==> config.mk <==
export PLATFORM = sky130hd
export DESIGN_NAME = dcc_irq_enable_reg
export DESIGN_NICKNAME = d
export VERILOG_FILES = /design/src/rtl/dcc_ie_pkg.sv /design/src/rtl/dcc_ie_gate.sv /design/src/rtl/dcc_ie_store.sv /design/src/rtl/dcc_ie_irq.sv /design/src/rtl/dcc_ie_resp.sv /design/src/rtl/dcc_irq_enable_reg.sv
export SDC_FILE = /design/constraint.sdc
export NUM_CORES = 1
export LEC_CHECK = 0
export ABC_AREA = 1
export BUFFER_PORTS_ARGS = -buffer_cell sky130_fd_sc_hd__buf_2
export CELL_PAD_IN_SITES_DETAIL_PLACEMENT = 1
export CELL_PAD_IN_SITES_GLOBAL_PLACEMENT = 2
export CORE_ASPECT_RATIO = 0.6
export CORE_UTILIZATION = 24
export CTS_BUF_LIST = sky130_fd_sc_hd__clkbuf_8
export CTS_CLUSTER_SIZE = 10
export DETAILED_ROUTE_END_ITERATION = 16
export PLACE_DENSITY_LB_ADDON = 0.2
export SYNTH_ARGS = -nofsm -noshare
export SYNTH_HDL_FRONTEND = slang
export SYNTH_HIERARCHICAL = 1
export SYNTH_SLANG_ARGS = --single-unit
==> constraint.sdc <==
create_clock -name clk -period 1.93 [get_ports clk]
set_clock_uncertainty 0.2 [all_clocks]
set_input_delay 0.193 -clock clk [delete_from_list [all_inputs] [get_ports clk]]
set_output_delay 0.193 -clock clk [all_outputs]
set_load 0.02 [all_outputs]
==> src/rtl/dcc_ie_pkg.sv <==
package dcc_ie_pkg;

    localparam logic [1:0] ENC_OP0 = 2'd2;
    localparam logic [2:0] ENC_OP1 = 3'd0;
    localparam logic [3:0] ENC_CRN = 4'd0;
    localparam logic [3:0] ENC_CRM = 4'd2;
    localparam logic [2:0] ENC_OP2 = 3'd0;

    typedef enum logic [1:0] {
        RESP_DONE  = 2'b00,
        RESP_UNDEF = 2'b01,
        RESP_TRAP  = 2'b10
    } resp_kind_e;

    typedef struct packed {
        logic have_l3;
        logic fgt;
        logic l2_on;
        logic l3_prio;
        logic l3_sdd;
        logic l3_comm;
        logic l3_dbg;
        logic l2_comm;
        logic l2_tde;
        logic l2_tda;
    } trap_ctl_t;

    typedef struct packed {
        resp_kind_e kind;
        logic [1:0] level;
    } verdict_t;

    function automatic logic enc_match(input logic [1:0] op0, input logic [2:0] op1,
                                       input logic [3:0] crn, input logic [3:0] crm,
                                       input logic [2:0] op2);
        return (op0 == ENC_OP0) && (op1 == ENC_OP1) && (crn == ENC_CRN) &&
               (crm == ENC_CRM) && (op2 == ENC_OP2);
    endfunction

    // Fixed-priority access ladder
    function automatic verdict_t judge(input logic [1:0] lvl, input logic halted,
                                       input logic ign, input trap_ctl_t t);
        verdict_t v;
        logic l3c, l3d, l2c, l2d;
        l3c = t.have_l3 & t.fgt & t.l3_comm;
        l3d = t.have_l3 & t.l3_dbg;
        l2c = t.l2_on & t.fgt & t.l2_comm;
        l2d = t.l2_on & (t.l2_tde | t.l2_tda);
        v.kind  = RESP_DONE;
        v.level = 2'd0;
        if (lvl == 2'd0) begin
            v.kind = RESP_UNDEF;
        end else if (halted && ign) begin
            v.kind = RESP_DONE;
        end else if (lvl == 2'd3) begin
            v.kind = RESP_DONE;
        end else if (l3c && t.l3_prio) begin
            v.kind = RESP_UNDEF;
        end else if (l3d && t.l3_prio) begin
            v.kind = RESP_UNDEF;
        end else if (lvl == 2'd1 && (l2c || l2d)) begin
            v.kind  = RESP_TRAP;
            v.level = 2'd2;
        end else if (l3c || l3d) begin
            if (t.l3_sdd) begin
                v.kind = RESP_UNDEF;
            end else begin
                v.kind  = RESP_TRAP;
                v.level = 2'd3;
            end
        end
        return v;
    endfunction

endpackage

==> src/rtl/dcc_ie_gate.sv <==
module dcc_ie_gate
    import dcc_ie_pkg::*;
(
    input  logic       valid,
    input  logic [1:0] op0,
    input  logic [2:0] op1,
    input  logic [3:0] crn,
    input  logic [3:0] crm,
    input  logic [2:0] op2,
    input  logic [1:0] lvl,
    input  logic       halted,
    input  logic       ign,
    input  trap_ctl_t  ctl,
    output logic       hit,
    output verdict_t   verdict
);
    always_comb begin
        hit     = valid && enc_match(op0, op1, crn, crm, op2);
        verdict = judge(lvl, halted, ign, ctl);
    end
endmodule

==> src/rtl/dcc_ie_store.sv <==
module dcc_ie_store #(
    parameter int REG_W  = 64,
    parameter int RX_POS = 30,
    parameter int TX_POS = 29
) (
    input  logic             clk,
    input  logic             rst,
    input  logic             wr_en,
    input  logic [REG_W-1:0] wdata,
    output logic [1:0]       en_q,
    output logic [REG_W-1:0] rd_val
);
    localparam int N_EN = 2;
    logic unused_wdata;
    assign unused_wdata = ^wdata;

    for (genvar g = 0; g < N_EN; g++) begin : g_en
        localparam int POS = (g == 1) ? RX_POS : TX_POS;
        always_ff @(posedge clk) begin
            if (rst)        en_q[g] <= 1'b0;
            else if (wr_en) en_q[g] <= wdata[POS];
        end
    end

    always_comb begin
        rd_val         = '0;
        rd_val[RX_POS] = en_q[1];
        rd_val[TX_POS] = en_q[0];
    end
endmodule

==> src/rtl/dcc_ie_irq.sv <==
module dcc_ie_irq #(
    parameter int                N_SRC   = 2,
    parameter logic [N_SRC-1:0] ACT_LVL = 2'b10
) (
    input  logic [N_SRC-1:0] en,
    input  logic [N_SRC-1:0] flag,
    output logic             irq
);
    logic [N_SRC-1:0] src_hit;
    for (genvar g = 0; g < N_SRC; g++) begin : g_src
        assign src_hit[g] = en[g] & (flag[g] == ACT_LVL[g]);
    end
    assign irq = |src_hit;
endmodule

==> src/rtl/dcc_ie_resp.sv <==
module dcc_ie_resp
    import dcc_ie_pkg::*;
#(
    parameter int              REG_W   = 64,
    parameter int              EC_W    = 6,
    parameter logic [EC_W-1:0] TRAP_EC = 'h18
) (
    input  logic             clk,
    input  logic             rst,
    input  logic             hit,
    input  logic             is_write,
    input  verdict_t         verdict,
    input  logic [REG_W-1:0] rd_val,
    output logic             resp_valid,
    output logic [1:0]       resp_kind,
    output logic [1:0]       resp_level,
    output logic [EC_W-1:0]  resp_syndrome,
    output logic [REG_W-1:0] rd_data,
    output logic             fault_undef,
    output logic             fault_trap
);
    always_ff @(posedge clk) begin
        if (rst || !hit) begin
            resp_valid    <= 1'b0;
            resp_kind     <= RESP_DONE;
            resp_level    <= 2'd0;
            resp_syndrome <= '0;
            rd_data       <= '0;
            fault_undef   <= 1'b0;
            fault_trap    <= 1'b0;
        end else begin
            resp_valid    <= 1'b1;
            resp_kind     <= verdict.kind;
            resp_level    <= verdict.level;
            resp_syndrome <= (verdict.kind == RESP_TRAP) ? TRAP_EC : '0;
            rd_data       <= (verdict.kind == RESP_DONE && !is_write) ? rd_val : '0;
            fault_undef   <= (verdict.kind == RESP_UNDEF);
            fault_trap    <= (verdict.kind == RESP_TRAP);
        end
    end
endmodule

==> src/rtl/dcc_irq_enable_reg.sv <==
module dcc_irq_enable_reg
    import dcc_ie_pkg::*;
#(
    parameter int              REG_W   = 64,
    parameter int              RX_POS  = 30,
    parameter int              TX_POS  = 29,
    parameter int              EC_W    = 6,
    parameter logic [EC_W-1:0] TRAP_EC = 'h18
) (
    input  logic             clk,
    input  logic             rst,
    input  logic             acc_valid,
    input  logic             acc_write,
    input  logic [1:0]       acc_op0,
    input  logic [2:0]       acc_op1,
    input  logic [3:0]       acc_crn,
    input  logic [3:0]       acc_crm,
    input  logic [2:0]       acc_op2,
    input  logic [REG_W-1:0] acc_wdata,
    input  logic [1:0]       cur_level,
    input  logic             core_halted,
    input  logic             ignore_traps_halted,
    input  logic             have_level3,
    input  logic             fine_trap_feat,
    input  logic             level2_enabled,
    input  logic             l3_undef_prio,
    input  logic             l3_sdd_undef,
    input  logic             l3_comm_trap,
    input  logic             l3_debug_trap,
    input  logic             l2_comm_trap,
    input  logic             l2_dbgexc_route,
    input  logic             l2_debug_trap,
    input  logic             rx_full,
    input  logic             tx_full,
    output logic             resp_valid,
    output logic [1:0]       resp_kind,
    output logic [1:0]       resp_level,
    output logic [EC_W-1:0]  resp_syndrome,
    output logic [REG_W-1:0] rd_data,
    output logic             fault_undef,
    output logic             fault_trap,
    output logic             irq_comb
);
    trap_ctl_t        ctl;
    verdict_t         verdict;
    logic             hit;
    logic             wr_commit;
    logic [1:0]       en_bits;
    logic [REG_W-1:0] rd_val;

    always_comb begin
        ctl.have_l3 = have_level3;
        ctl.fgt     = fine_trap_feat;
        ctl.l2_on   = level2_enabled;
        ctl.l3_prio = l3_undef_prio;
        ctl.l3_sdd  = l3_sdd_undef;
        ctl.l3_comm = l3_comm_trap;
        ctl.l3_dbg  = l3_debug_trap;
        ctl.l2_comm = l2_comm_trap;
        ctl.l2_tde  = l2_dbgexc_route;
        ctl.l2_tda  = l2_debug_trap;
    end

    dcc_ie_gate u_gate (
        .valid(acc_valid), .op0(acc_op0), .op1(acc_op1), .crn(acc_crn),
        .crm(acc_crm), .op2(acc_op2), .lvl(cur_level), .halted(core_halted),
        .ign(ignore_traps_halted), .ctl(ctl), .hit(hit), .verdict(verdict)
    );

    assign wr_commit = hit && acc_write && (verdict.kind == RESP_DONE);

    dcc_ie_store #(.REG_W(REG_W), .RX_POS(RX_POS), .TX_POS(TX_POS)) u_store (
        .clk(clk), .rst(rst), .wr_en(wr_commit), .wdata(acc_wdata),
        .en_q(en_bits), .rd_val(rd_val)
    );

    dcc_ie_irq #(.N_SRC(2), .ACT_LVL(2'b10)) u_irq (
        .en(en_bits), .flag({rx_full, tx_full}), .irq(irq_comb)
    );

    dcc_ie_resp #(.REG_W(REG_W), .EC_W(EC_W), .TRAP_EC(TRAP_EC)) u_resp (
        .clk(clk), .rst(rst), .hit(hit), .is_write(acc_write), .verdict(verdict),
        .rd_val(rd_val), .resp_valid(resp_valid), .resp_kind(resp_kind),
        .resp_level(resp_level), .resp_syndrome(resp_syndrome), .rd_data(rd_data),
        .fault_undef(fault_undef), .fault_trap(fault_trap)
    );
endmodule

# ---- Word level (Yosys, flattened, before mapping)
# Cells that the tools add are included.
dict set report word_totals {
  ff_bits 79
  inputBits 100
  word_cells 66
}
dict set report classes {
  n_eq_ne 6
  muxes 11
  n_bitwise 12
  n_reduce_logical 26
}
# op count
set op_table {}
lappend op_table {{$mux 2} 7}
lappend op_table {{$logic_and 1x1->1} 12}
lappend op_table {{$and 1x1->1} 8}
lappend op_table {{$mux 4} 2}
lappend op_table {{$reduce_or 8->1} 1}
lappend op_table {{$eq 2x2->1 const B} 3}
lappend op_table {{$logic_not 3->1} 2}
lappend op_table {{$reduce_or 6->1} 1}
lappend op_table {{$mux 5} 1}
lappend op_table {{$eq 2x1->1 const B} 2}
lappend op_table {{$eq 4x2->1 const B} 1}
lappend op_table {{$logic_not 2->1} 2}
lappend op_table {{$logic_not 4->1} 1}
lappend op_table {{$reduce_or 2->1} 2}
lappend op_table {{$logic_or 1x1->1} 3}
lappend op_table {{$not 1->1} 3}
lappend op_table {{$logic_not 1->1} 2}
lappend op_table {{$mux 1} 1}
lappend op_table {{$or 1x1->1} 1}

# ---- Longest topological paths before layout
# Gate-level depths: netlist of run 1.
dict set report depth {
  depth_word 14
  ltp_mapped 13
  mapped_depth_nobuf 13
}

# ---- Modules after synthesis
# Netlist of run 1, hierarchy kept.
# module n_inst cells_per_inst area_per_inst_um2 seq_area_each_um2
set by_module_without_submodules {}
lappend by_module_without_submodules {dcc_ie_resp 1 228 2254.7 1421.4}
lappend by_module_without_submodules {dcc_ie_store 1 78 565.5 40.0}
lappend by_module_without_submodules {dcc_ie_gate 1 43 196.4 0.0}
lappend by_module_without_submodules {dcc_irq_enable_reg 1 5 21.3 0.0}
lappend by_module_without_submodules {dcc_ie_irq 1 4 15.0 0.0}

# ---- Worst setup path after synthesis of run 1
# No wires, ideal clock.
dict set report synth_timing {
  kind {input to register}
  startpoint {input l3_comm_trap}
  endpoint {register u_resp.rd_data[29]}
  arrival_ps 1215
  setup_slack_ps 453
  stages 10
  path_buffers 2
  path_cell_list {nand2_1 -> nand2_1 -> nand2_2 -> o21ai_2 -> nor2_2 -> buf_4 -> nor2_2 -> nand3_4 -> buf_6 -> nor2_2}
}
# item line
set synth_lines {}
lappend synth_lines {{start, declared} dcc_irq_enable_reg.sv:28} ;# input logic l3_comm_trap,
lappend synth_lines {{end signal, assigned} dcc_ie_resp.sv:36} ;# rd_data <= (verdict.kind == RESP_DONE && !is_write) ? rd_val : '0;
lappend synth_lines {{end, declared} dcc_ie_resp.sv:18} ;# output logic [REG_W-1:0] rd_data,

# ---- Worst setup path after layout of run 1
dict set report layout_timing {
  startpoint {input l3_sdd_undef}
  endpoint {register u_store.en_q[0]}
}
dict set report layout_via {
  elab_chain_cells 10
}
# item line
set layout_lines {}
lappend layout_lines {{start, declared} dcc_irq_enable_reg.sv:27} ;# input logic l3_sdd_undef,
lappend layout_lines {{$mux 2} dcc_ie_pkg.sv:65} ;# if (t.l3_sdd) begin
lappend layout_lines {{$mux 4} dcc_ie_pkg.sv:64} ;# end else if (l3c || l3d) begin
lappend layout_lines {{$mux 4} dcc_ie_pkg.sv:61} ;# end else if (lvl == 2'd1 && (l2c || l2d)) begin
lappend layout_lines {{$mux 2} dcc_ie_pkg.sv:59} ;# end else if (l3d && t.l3_prio) begin
lappend layout_lines {{$mux 2} dcc_ie_pkg.sv:57} ;# end else if (l3c && t.l3_prio) begin
lappend layout_lines {{$mux 2} dcc_ie_pkg.sv:55} ;# end else if (lvl == 2'd3) begin
lappend layout_lines {{$mux 2} dcc_ie_pkg.sv:53} ;# end else if (halted && ign) begin
lappend layout_lines {{$mux 2} dcc_ie_pkg.sv:51} ;# if (lvl == 2'd0) begin
lappend layout_lines {{$logic_not 2->1} dcc_irq_enable_reg.sv:70} ;# assign wr_commit = hit && acc_write && (verdict.kind == RESP_DONE);
lappend layout_lines {{$logic_and 1x1->1} dcc_irq_enable_reg.sv:70}
lappend layout_lines {{net wr_commit} dcc_irq_enable_reg.sv:47} ;# logic wr_commit;
lappend layout_lines {{end signal, assigned by index} dcc_ie_store.sv:21} ;# else if (wr_en) en_q[g] <= wdata[POS];
lappend layout_lines {{end, declared} dcc_ie_store.sv:10} ;# output logic [1:0] en_q,
# The timed path passes the listed nets, and every way through them passes these cells.
# A chain may end at the register's enable or synchronous reset.

==> summary.md, run 1 <==
| Metric | Value |
|---|---|
| Seq cells post-synth | 73 |
| Most frequent cell after synthesis | inv_1 |
| HP Class | in2reg |
| DP Wirelength | 4157 um |
| Fillers | between 1500 and 2000 |
| Share of cells above drive strength 1 | 41.51% |
| Achievable Freq | about 640 MHz |
| Grt ovf | 0 |
| Area growth syn-to-layout | 21.89% |
| Nets@finish | 573 |
| # DRC | 0 |
| DR vias/cell | a little over 3 |
| Top post-synthesis cells by area | dfxtp_1 48%, buf_4 17%, nor2_2 13%, inv_1 9.8%, nand2_1 3.0% |
| RSZ-0062 raised after global routing | no |
| Hold slack | ~0.056 ns |
| Hold depth | 6 |
| RePlAce Congestion | 0.6847 |
| Die extent in y | 89.37 um |
| Post-layout minimum cycle time | 1.564 ns |
| I/O Buffers | 111 |
| Cts bufs inserted | 9 |
| Peak VDD IR | 0.2942 mV |
| First-pass GRT wire length | 8907 um |
| Antenna violations before repair | 0 |
| Row count | 31 |
| Slowest cell on crit path | dlygate4sd3_1 |
| Pleak | 1.803 nW |
| # diodes | 0 |
| Rel. slew slack | 33.70% |
| Endpoints failing setup | 0 |
| Crit-path max cell delay | between 0.5 and 0.6 ns |
| Netlist Area Pre-Place | 3053 sq um |
| Die ar. | 13190 sq um |
| Async set-reset flop share out of synthesis | 0% |
| Period utilization | 81.03% |
| Clock network latency to the later pin of the worst-skew pair | 0.33 ns |
| Worst-path fanout max | 5 |
| Status | finished, final reports clean |
| Max cap viols | 0 |
| Worst Path Required | ~2.0 ns |
| CP arrival | 1.60 ns |
| P per Cell Area | 790.8 nW/um^2 |
| Reg2reg path depth | 2 |
| Vias | 1996 |
| Clock tree buffer depth | 2 |
| Crit path launch | l3_sdd_undef |
| Synth cell types | 18 |
| Clk sinks | between 70 and 80 |
| Post-Syn Instances | between 300 and 400 |
| WP buf/inv | 4 |
| Share of the synthesized area in the top cell type | a little under half |
| Number of enable flip-flop cells after synthesis | 0 |
| TritonRoute pass-1 iters | 3 |
| Setup TNS | 0 ns |
| Worst path cell trace | dlygate4sd3_1, buf_2, o21ai_2, inv_1, nor2_2, inv_1, nand2_1, nor2_2, nor2_1, nor2_1 |
| Final hold violation count | 0 |
| Crit start category | input port |
| Detail Route Antenna Nets | 0 |
| R2R Path Start | u_store/en_q[1] |
| Finished Layout Cells | 642 |
| Core ar. | roughly 12000 sq um |
| Least-Margin Pin Slew | 0.9944 ns |
| Largest area contributor in the netlist | dfxtp_1 |
| CTS tree | done |
| Final worst slack | roughly 0.37 ns |
| Hold_sp | l3_undef_prio |
| Synth cell count leaders | 80 x inv_1, 73 x dfxtp_1, 71 x buf_4 |
| Die span in x | 147.6 um |
| WL/cell | ~8.6 um |
| Vias in the first global route | 1855 |
| Yosys warning total | 6 |
| Top Ports | 178 |
| Slew Limit Fails | 0 |
| Drt initial violations | 22 |
| Dpl cells | 622 |
| Total Wirelength | around 5500 um |
| Crit Path Class | in2reg |
| Crit. path cell count | 10 |
| CTS HTree Levels | 3 |
| Initial core utilization | 24.99% |
| Largest net degree at the start of global routing | 63 |
| CTS root buffer | clkbuf_8 |
| Crit path max-delay family | buffers and inverters |
| Element type at the critical path end | flip-flop |
| Sequential area share after synthesis | 47.87% |
| Post-CTS Setup Inserts | 0 |
| Dominant synthesized flop cell | dfxtp_1 |
| GRT Total Usage | a little under a tenth |
| Pre-CTS worst setup slack | 0.3474 ns |
| Clock transition at path regs | around 0.070 ns |
| Synthesized area per cell | between 8 and 9 sq um |
==> worst paths after layout <==
check / end / slack (ns)
setup / recovery: u_store/en_q[0] / 0.37
hold / removal: u_resp/resp_syndrome[3] / 0.06
setup reg to reg: u_store/en_q[1] / 1.15
hold reg to reg: u_resp/rd_data[29] / 0.27
==> tightest hold or removal path: stages <==
cell,delay [ns]
buf_2,0.08
inv_2,0.03
nand2_1,0.05
nand2_1,0.04
nand2_1,0.09
nor3_1,0.05
==> state kept, by name, summed over array words and instances (netlist names) <==
signal                flops
u_resp/resp_syndrome      1
u_resp/fault_undef        1
u_resp/resp_valid         1
u_resp/rd_data           64
u_store/en_q              2
u_resp/resp_level         2
u_resp/resp_kind          2
==> layout make-up <==
type                            count  area (sq um)  area share [%]
Sequential cell                    73          1461           39.27
Clock buffer                        9         123.9           3.329
Clock inverter                      6         85.08           2.286
Multi-Input combinational cell    190         923.4           24.82
Timing Repair Buffer              117         613.1           16.48
Tap cell                          165         206.4           5.548
Inverter                           82         307.8           8.272
==> metal layers <==
layer | vias up | part of all wire, % | routed length (um) | GRT usage [%]
met5 | - | 0 | 0 | 0
met3 | 11 | 10 | 567 | 5.459
met1 | 827 | 48 | 2677 | 11.47
met2 | 63 | 40 | 2201 | 12.26
met4 | 0 | 1.4 | 79 | 3.936
li1 | 1095 | - | - | -
==> stage by stage <==
step           power, mW  instance area [sq um]  utilization, %
2_1_floorplan      1.730                   3293               -
3_3_place_gp       1.678                   3462           28.34
3_5_place_dp       1.680                   3462           28.34
4_1_cts            3.018                   3721           30.46
5_1_grt            3.121                   3721           30.46
6_report           2.942                   3721           30.46
==> cell usage in the layout (no fill, tap or decap), types with 3 or more instances in the layout <==
cell | netlist | routed
conb_1 | 2 | 66
clkbuf_8 | 0 | 9
nor2_1 | 23 | 23
nor2_2 | 64 | 64
inv_1 | 80 | 81
dfxtp_1 | 73 | 73
nand2_1 | 24 | 24
nor3_1 | 3 | 3
dlygate4sd3_1 | 0 | 5
buf_2 | 0 | 111
==> repair_timing <==
| item | CTS | global route |
|---|---|---|
| hold buffers | 5 | 0 |
| gates resized for setup | 0 | 0 |
| endpoints found under the hold margin | 6 | 0 |
| setup endpoints to repair | 0 | 0 |
==> cell families after synthesis <==
family | Yosys count | share of synthesized area, %
buf+inv | 159 | 29.75
simple gates | 122 | 21.56
flops | 73 | 47.87
compound gates | 2 | 0.5739
other cells | 2 | 0.2460
==> where the power goes <==
group | switching (mW) | internal (mW) | total (mW) | leakage (nW)
sequential | 0.000000665 | 1.50 | 1.50 | 0.588
combinational | 0.0902 | 0.0604 | 0.151 | 1.11
clock | 0.571 | 0.716 | 1.29 | 0.106
(Power assumes the default switching activity.)
==> inputs of run 2 (changes only) <==
clock period = 1.59 ns   (was 1.93 ns; I/O delays follow)
==> summary.md, run 2 (synthesized netlist as in run 1, its figures left out) <==
| Metric | Value |
|---|---|
| Die extent in y | 89.37 um (unchanged) |
| Pleak | 1.823 nW (was 1.803 nW) |
| Post-layout minimum cycle time | 1.476 ns |
| Die ar. | 13190 sq um (unchanged) |
| Metal2 WL | 2097 um (was 2201 um) |
| First-pass GRT wire length | 8521 um (was 8907 um) |
| Core ar. | 12220 sq um (unchanged) |
| Least-Margin Pin Slew | 0.9820 ns (was 0.9944 ns) |
| Clk sinks | 73 (unchanged) |
| Peak VDD IR | 0.3048 mV (was 0.2942 mV) |
| Crit Path Class | in2reg (unchanged) |
| CP arrival | 1.51 ns (was 1.60 ns) |
| RePlAce Congestion | 0.6800 (was 0.6847) |
| Crit-path max cell delay | 0.53 ns (about the same) |
| # DRC | 0 (unchanged) |
| Period utilization | 92.85% |
| R2R Path Start | u_store/en_q[1] (unchanged) |
| Top Ports | 178 (unchanged) |
| Total Wirelength | 5409 um (was 5525 um) |
| R2R Setup Slk | 0.81 ns (was 1.15 ns) |
| Hold depth | 6 (unchanged) |
| Cts bufs inserted | 9 (unchanged) |
| Detail Route Antenna Nets | 0 (unchanged) |
| Reg2reg path depth | 2 (unchanged) |
| Vias in the first global route | 1825 (was 1855) |
| Placed Instance Area | 3477 sq um (was 3462 sq um) |
| Post-cts resize count | 0 (unchanged) |
| Clock transition at path regs | 0.07 ns (about the same) |
| Final hold violation count | 0 (unchanged) |
| Achievable Freq | 677.4 MHz |
| Setup TNS | 0 ns (unchanged) |
| DP Wirelength | 4085 um (was 4157 um) |
| Top Metal Used | met4 (unchanged) |
| Crit start category | input port (unchanged) |
| # diodes | 0 (unchanged) |
| Worst Path Required | 1.62 ns (was 1.96 ns) |
| Post-CTS Setup Inserts | 0 (unchanged) |
| GRT Total Usage | 8.689% (was 9.088%) |
| CTS root buffer | clkbuf_8 (unchanged) |
| P per Cell Area | 974.0 nW/um^2 (was 790.8 nW/um^2) |
| Hold_sp | acc_crm[0] (was l3_undef_prio) |
| Clock network latency to the later pin of the worst-skew pair | 0.33 ns (about the same) |
| HP Class | in2reg (unchanged) |
| CP most frequent cell | nand2_1 |
| Leading cell type in the layout, fill and taps excluded | buf_2 (unchanged) |
| Slowest cell on crit path | dlygate4sd3_1 (unchanged) |
| Drt initial violations | 19 (was 22) |
| WL/cell | 8.386 um (was 8.606 um) |
| Worst path cell trace | dlygate4sd3_1, buf_2, nand2_1, nand2_1, nand2_1, nand2_1, inv_1, nand2_1, nor2_2, nand2_1, nand2_1, nor2_1 (was dlygate4sd3_1, buf_2, o21ai_2, inv_1, nor2_2, inv_1, nand2_1, nor2_2, nor2_1, nor2_1) |
| Top reg by flops | u_resp/rd_data (unchanged) |
| Max cap viols | 0 (unchanged) |
| R2R Path End | u_store/en_q[1] (unchanged) |
| Slew Limit Fails | 0 (unchanged) |
| Vias | 2005 (was 1996) |
| Die span in x | 147.6 um (unchanged) |
| Share of cells above drive strength 1 | 42.08% (was 41.51%) |
| RSZ-0062 raised after global routing | no (unchanged) |
| Row count | 31 (unchanged) |
| CTS tree | done (unchanged) |
| CTS HTree Levels | 3 (unchanged) |
| DR vias/cell | 3.109 (about the same) |
| Status | finished, final reports clean (unchanged) |
| Clock tree buffer depth | 2 (unchanged) |
| Endpoints failing setup | 0 (unchanged) |
| Element type at the critical path end | flip-flop (unchanged) |
| TritonRoute pass-1 iters | 4 (was 3) |
| I/O Buffers | 111 (unchanged) |
| Area growth syn-to-layout | 23.03% (was 21.89%) |
| Cts hold-fix bufs | 5 (unchanged) |
| Largest register FFs | 64 (unchanged) |
| Final Instance Area | 3756 sq um (was 3721 sq um) |
| Largest net degree at the start of global routing | 63 (unchanged) |
| Nets@finish | 575 (was 573) |
| Most frequent cells in the layout | 111 x buf_2, 80 x inv_1, 73 x dfxtp_1 (was 111 x buf_2, 81 x inv_1, 73 x dfxtp_1) |
| Rel. slew slack | 34.53% (was 33.70%) |
| Met1 Wirelength | 2655 um (was 2677 um) |
| Antenna violations before repair | 0 (unchanged) |
| Worst-path fanout max | 4 (was 5) |
| Hold EP | u_resp/resp_valid (was u_resp/resp_syndrome[3]) |
| Met3 wire len | 571 um (was 567 um) |
| Initial core utilization | 24.99% (unchanged) |
| Grt ovf | 0 (unchanged) |
run 2: cell type report:
cell class / instances / area [sq um]
clock buffers: 11 / 151.4
clock inverters: 5 / 77.57
fillers: 1548 / 8462
inverters: 82 / 307.8
multi-input cells: 190 / 923.4
flip-flops and latches: 73 / 1461
well taps: 165 / 206.4
repair buffers: 119 / 628.1
run 2: report_power, final:
| part | total (mW) | switching (mW) | internal, mW |
|---|---|---|---|
| sequential | 1.83 | 0.000000831 | 1.83 |
| clock | 1.64 | 0.681 | 0.964 |
| combinational | 0.187 | 0.110 | 0.0773 |
run 2: per-stage QoR:
stage	utilization [%]	setup slack, ns	power, mW	cells	hold slack (ns)
floorplan	-	0.1470	2.100	422	0.03740
global placement	28.46	0.06545	2.041	624	0.2052
detailed placement	28.46	0.07202	2.043	624	0.1931
CTS	30.74	0.1251	3.761	645	0.02133
global route	30.74	0.002157	3.854	645	0.04530
finish	30.74	0.1138	3.658	645	0.03911
run 2: worst max-delay path by stage:
| stage | from | to | slack (ns) | cells past startpoint |
|---|---|---|---|---|
| finish | l3_sdd_undef | u_store/en_q[0] | 0.11 | 12 |
| global route | l3_sdd_undef | u_store/en_q[0] | 0.002 | 12 |
| CTS | l3_sdd_undef | u_store/en_q[0] | 0.13 | 12 |
| global placement | acc_op1[1] | u_store/en_q[1] | 0.07 | 9 |
| floorplan | l3_comm_trap | u_resp/rd_data[29] | 0.15 | 10 |
| detailed placement | acc_crm[3] | u_store/en_q[0] | 0.07 | 11 |
run 2: critical path, delay by kind of cell:
family | cells | cell delay, ns
buffers and inverters | 3 | 0.72
and+or+nand+nor | 9 | 0.63
run 2: per-layer routing:
layer  GRT usage (%)  vias up
met5               0        -
li1                -     1098
met4           3.936        0
met3           5.408       11
met2           12.22       63
met1           10.44      833
==> inputs of run 3 (changes only) <==
PLACE_DENSITY_LB_ADDON = 0.12   (was 0.2)
==> summary.md, run 3 (synthesized netlist as in run 1, its figures left out) <==
| Metric | Value |
|---|---|
| Crit start category | input port (unchanged) |
| Peak VDD IR | 0.2843 mV (was 0.3048 mV) |
| Rel. slew slack | 33.83% (was 34.53%) |
| # diodes | 0 (unchanged) |
| Top reg by flops | u_resp/rd_data (unchanged) |
| DR vias/cell | 3.076 (was 3.109) |
| TritonRoute pass-1 iters | 3 (was 4) |
| DP Wirelength | 4151 um (was 4085 um) |
| GRT Total Usage | 9.319% (was 8.689%) |
| Setup TNS | 0 ns (unchanged) |
| Row count | 31 (unchanged) |
| Largest register FFs | 64 (unchanged) |
| Share of cells above drive strength 1 | 42.08% (unchanged) |
| WL/cell | 8.691 um (was 8.386 um) |
| R2R Path End | u_store/en_q[1] (unchanged) |
| Crit path launch | l3_sdd_undef (unchanged) |
| HP Class | in2reg (unchanged) |
| Post-layout minimum cycle time | 1.461 ns (was 1.476 ns) |
| Die span in x | 147.6 um (unchanged) |
| Status | finished, final reports clean (unchanged) |
| Final hold violation count | 0 (unchanged) |
| Drt initial violations | 30 (was 19) |
| Max cap viols | 0 (unchanged) |
| Net Switching | 0.7925 mW (was 0.7906 mW) |
| Placed Instance Area | 3477 sq um (unchanged) |
| Clk sinks | 73 (unchanged) |
| Grt ovf | 0 (unchanged) |
| Crit path capture | u_store/en_q[0] (unchanged) |
| CP arrival | 1.50 ns (was 1.51 ns) |
| Initial core utilization | 24.99% (unchanged) |
| Worst-path fanout max | 4 (unchanged) |
| Met3 wire len | 447 um (was 571 um) |
| Post-CTS Setup Inserts | 0 (unchanged) |
| Switch share | 22.65% (was 21.61%) |
| Largest net degree at the start of global routing | 63 (unchanged) |
| Top Metal Used | met4 (unchanged) |
| Leading cell type in the layout, fill and taps excluded | buf_2 (unchanged) |
| Crit Path Class | in2reg (unchanged) |
| Top Ports | 178 (unchanged) |
| I/O Buffers | 111 (unchanged) |
| Fillers | 1545 (was 1548) |
| Logic gate share of total power | 5.5% (was 5.1%) |
| Met1 Wirelength | 2752 um (was 2655 um) |
| Slew Limit Fails | 0 (unchanged) |
| Clock tree buffer depth | 2 (unchanged) |
| Total power | 3.499 mW (was 3.658 mW) |
| Period utilization | 91.91% (was 92.85%) |
| Die ar. | 13190 sq um (unchanged) |
| First-pass GRT wire length | 9266 um (was 8521 um) |
| Clock power frac | 42.3% (was 45.0%) |
| CTS root buffer | clkbuf_8 (unchanged) |
| Metal2 WL | 2335 um (was 2097 um) |
| P per Cell Area | 932.1 nW/um^2 (was 974.0 nW/um^2) |
| Int Power | 2.706 mW (was 2.868 mW) |
| Worst Path Required | 1.63 ns (was 1.62 ns) |
| Achievable Freq | 684.3 MHz (was 677.4 MHz) |
| Total Wirelength | 5606 um (was 5409 um) |
| CTS HTree Levels | 3 (unchanged) |
| Die extent in y | 89.37 um (unchanged) |
| Cts bufs inserted | 9 (unchanged) |
| Clock transition at path regs | 0.08 ns (was 0.07 ns) |
| # DRC | 0 (unchanged) |
| Final Instance Area | 3754 sq um (was 3756 sq um) |
| RSZ-0062 raised after global routing | no (unchanged) |
| Pleak | 1.809 nW (was 1.823 nW) |
| CTS tree | done (unchanged) |
| R2R Setup Slk | 0.79 ns (was 0.81 ns) |
| Clock network latency to the later pin of the worst-skew pair | 0.34 ns (was 0.33 ns) |
| Vias | 1984 (was 2005) |
| Most frequent cells in the layout | 111 x buf_2, 80 x inv_1, 73 x dfxtp_1 (unchanged) |
| Endpoints failing setup | 0 (unchanged) |
| Detail Route Antenna Nets | 0 (unchanged) |
| RePlAce Congestion | 0.6873 (was 0.6800) |
| R2R Path Start | u_store/en_q[1] (unchanged) |
| Core ar. | 12220 sq um (unchanged) |
| Area growth syn-to-layout | 22.95% (was 23.03%) |
| Element type at the critical path end | flip-flop (unchanged) |
| Nets@finish | 576 (was 575) |
| Vias in the first global route | 1943 (was 1825) |
| Least-Margin Pin Slew | 0.9925 ns (was 0.9820 ns) |
| Antenna violations before repair | 0 (unchanged) |
| Reg2reg path depth | 2 (unchanged) |
| Reg power frac | 52.2% (was 49.9%) |
==> run 3: changes by cell type in the layout (fill, tap and decap cells not counted), sizes merged <==
cell | previous run | this run
clkinv | 2 | 0
dlygate4sd3 | 5 | 6
clkinvlp | 1 | 3
bufinv | 2 | 1
==> run 3: worst min-delay path by stage <==
stage / from / to / slack, ns / cells after the start
2_1_floorplan: rst / u_resp/resp_valid / 0.04 / 1
3_3_place_gp: rst / u_resp/resp_valid / 0.19 / 2
3_5_place_dp: rst / u_resp/resp_valid / 0.20 / 2
4_1_cts: l3_undef_prio / u_resp/resp_level[0] / 0.05 / 6
5_1_grt: l2_dbgexc_route / u_resp/resp_level[0] / 0.09 / 8
6_report: l2_dbgexc_route / u_resp/resp_level[0] / 0.07 / 8
==> run 3: stage by stage <==
stage | hold slack, ns | util [%] | std cells | worst slack (ns)
2_1_floorplan | 0.03740 | - | 422 | 0.1470
3_3_place_gp | 0.1941 | 28.46 | 624 | 0.07050
3_5_place_dp | 0.1975 | 28.46 | 624 | 0.06602
4_1_cts | 0.04555 | 30.62 | 645 | 0.09574
5_1_grt | 0.09393 | 30.72 | 645 | 0.01513
6_report | 0.06981 | 30.72 | 645 | 0.1286
==> run 3: power groups by stage <==
stage               combinational, mW  clock (mW)  sequential (mW)
floorplan                       0.231           0             1.87
global placement                0.172           0             1.87
global route                    0.226        1.67             1.83
CTS                             0.185        1.59             1.83
finish                          0.192        1.48             1.83
detailed placement              0.175           0             1.87
==> run 3: layout make-up <==
cell class                 count  area [sq um]  share of cell area (%)
sequential                    73          1461                   38.93
multi-input combinational    190         935.9                   24.93
timing repair buffer         120         638.1                   17.00
inverter                      82         307.8                   8.200
tap                          165         206.4                   5.500
clock buffer                  11         151.4                   4.033
clock inverter                 4         52.55                   1.400
==> run 3: worst max-delay path, stage by stage <==
cell and delay (ns):
dlygate4sd3_1 0.53, buf_2 0.14, o21ai_2 0.12, inv_1 0.07
nor2_4 0.13, inv_1 0.05, nand2_1 0.10, nor2_4 0.06
nor2_1 0.10, nor2_1 0.05
==> run 3: metal layers <==
layer	global-route usage (%)	up-vias
li1	-	1095
met4	3.655	0
met1	11.48	832
met3	4.796	6
met2	13.81	51
met5	0	-
==> run 3: repair_timing <==
item	in CTS	in global routing
endpoints found under the hold margin	6	0
resized for setup	0	3
hold buffers	6	0
setup endpoints to repair	0	2
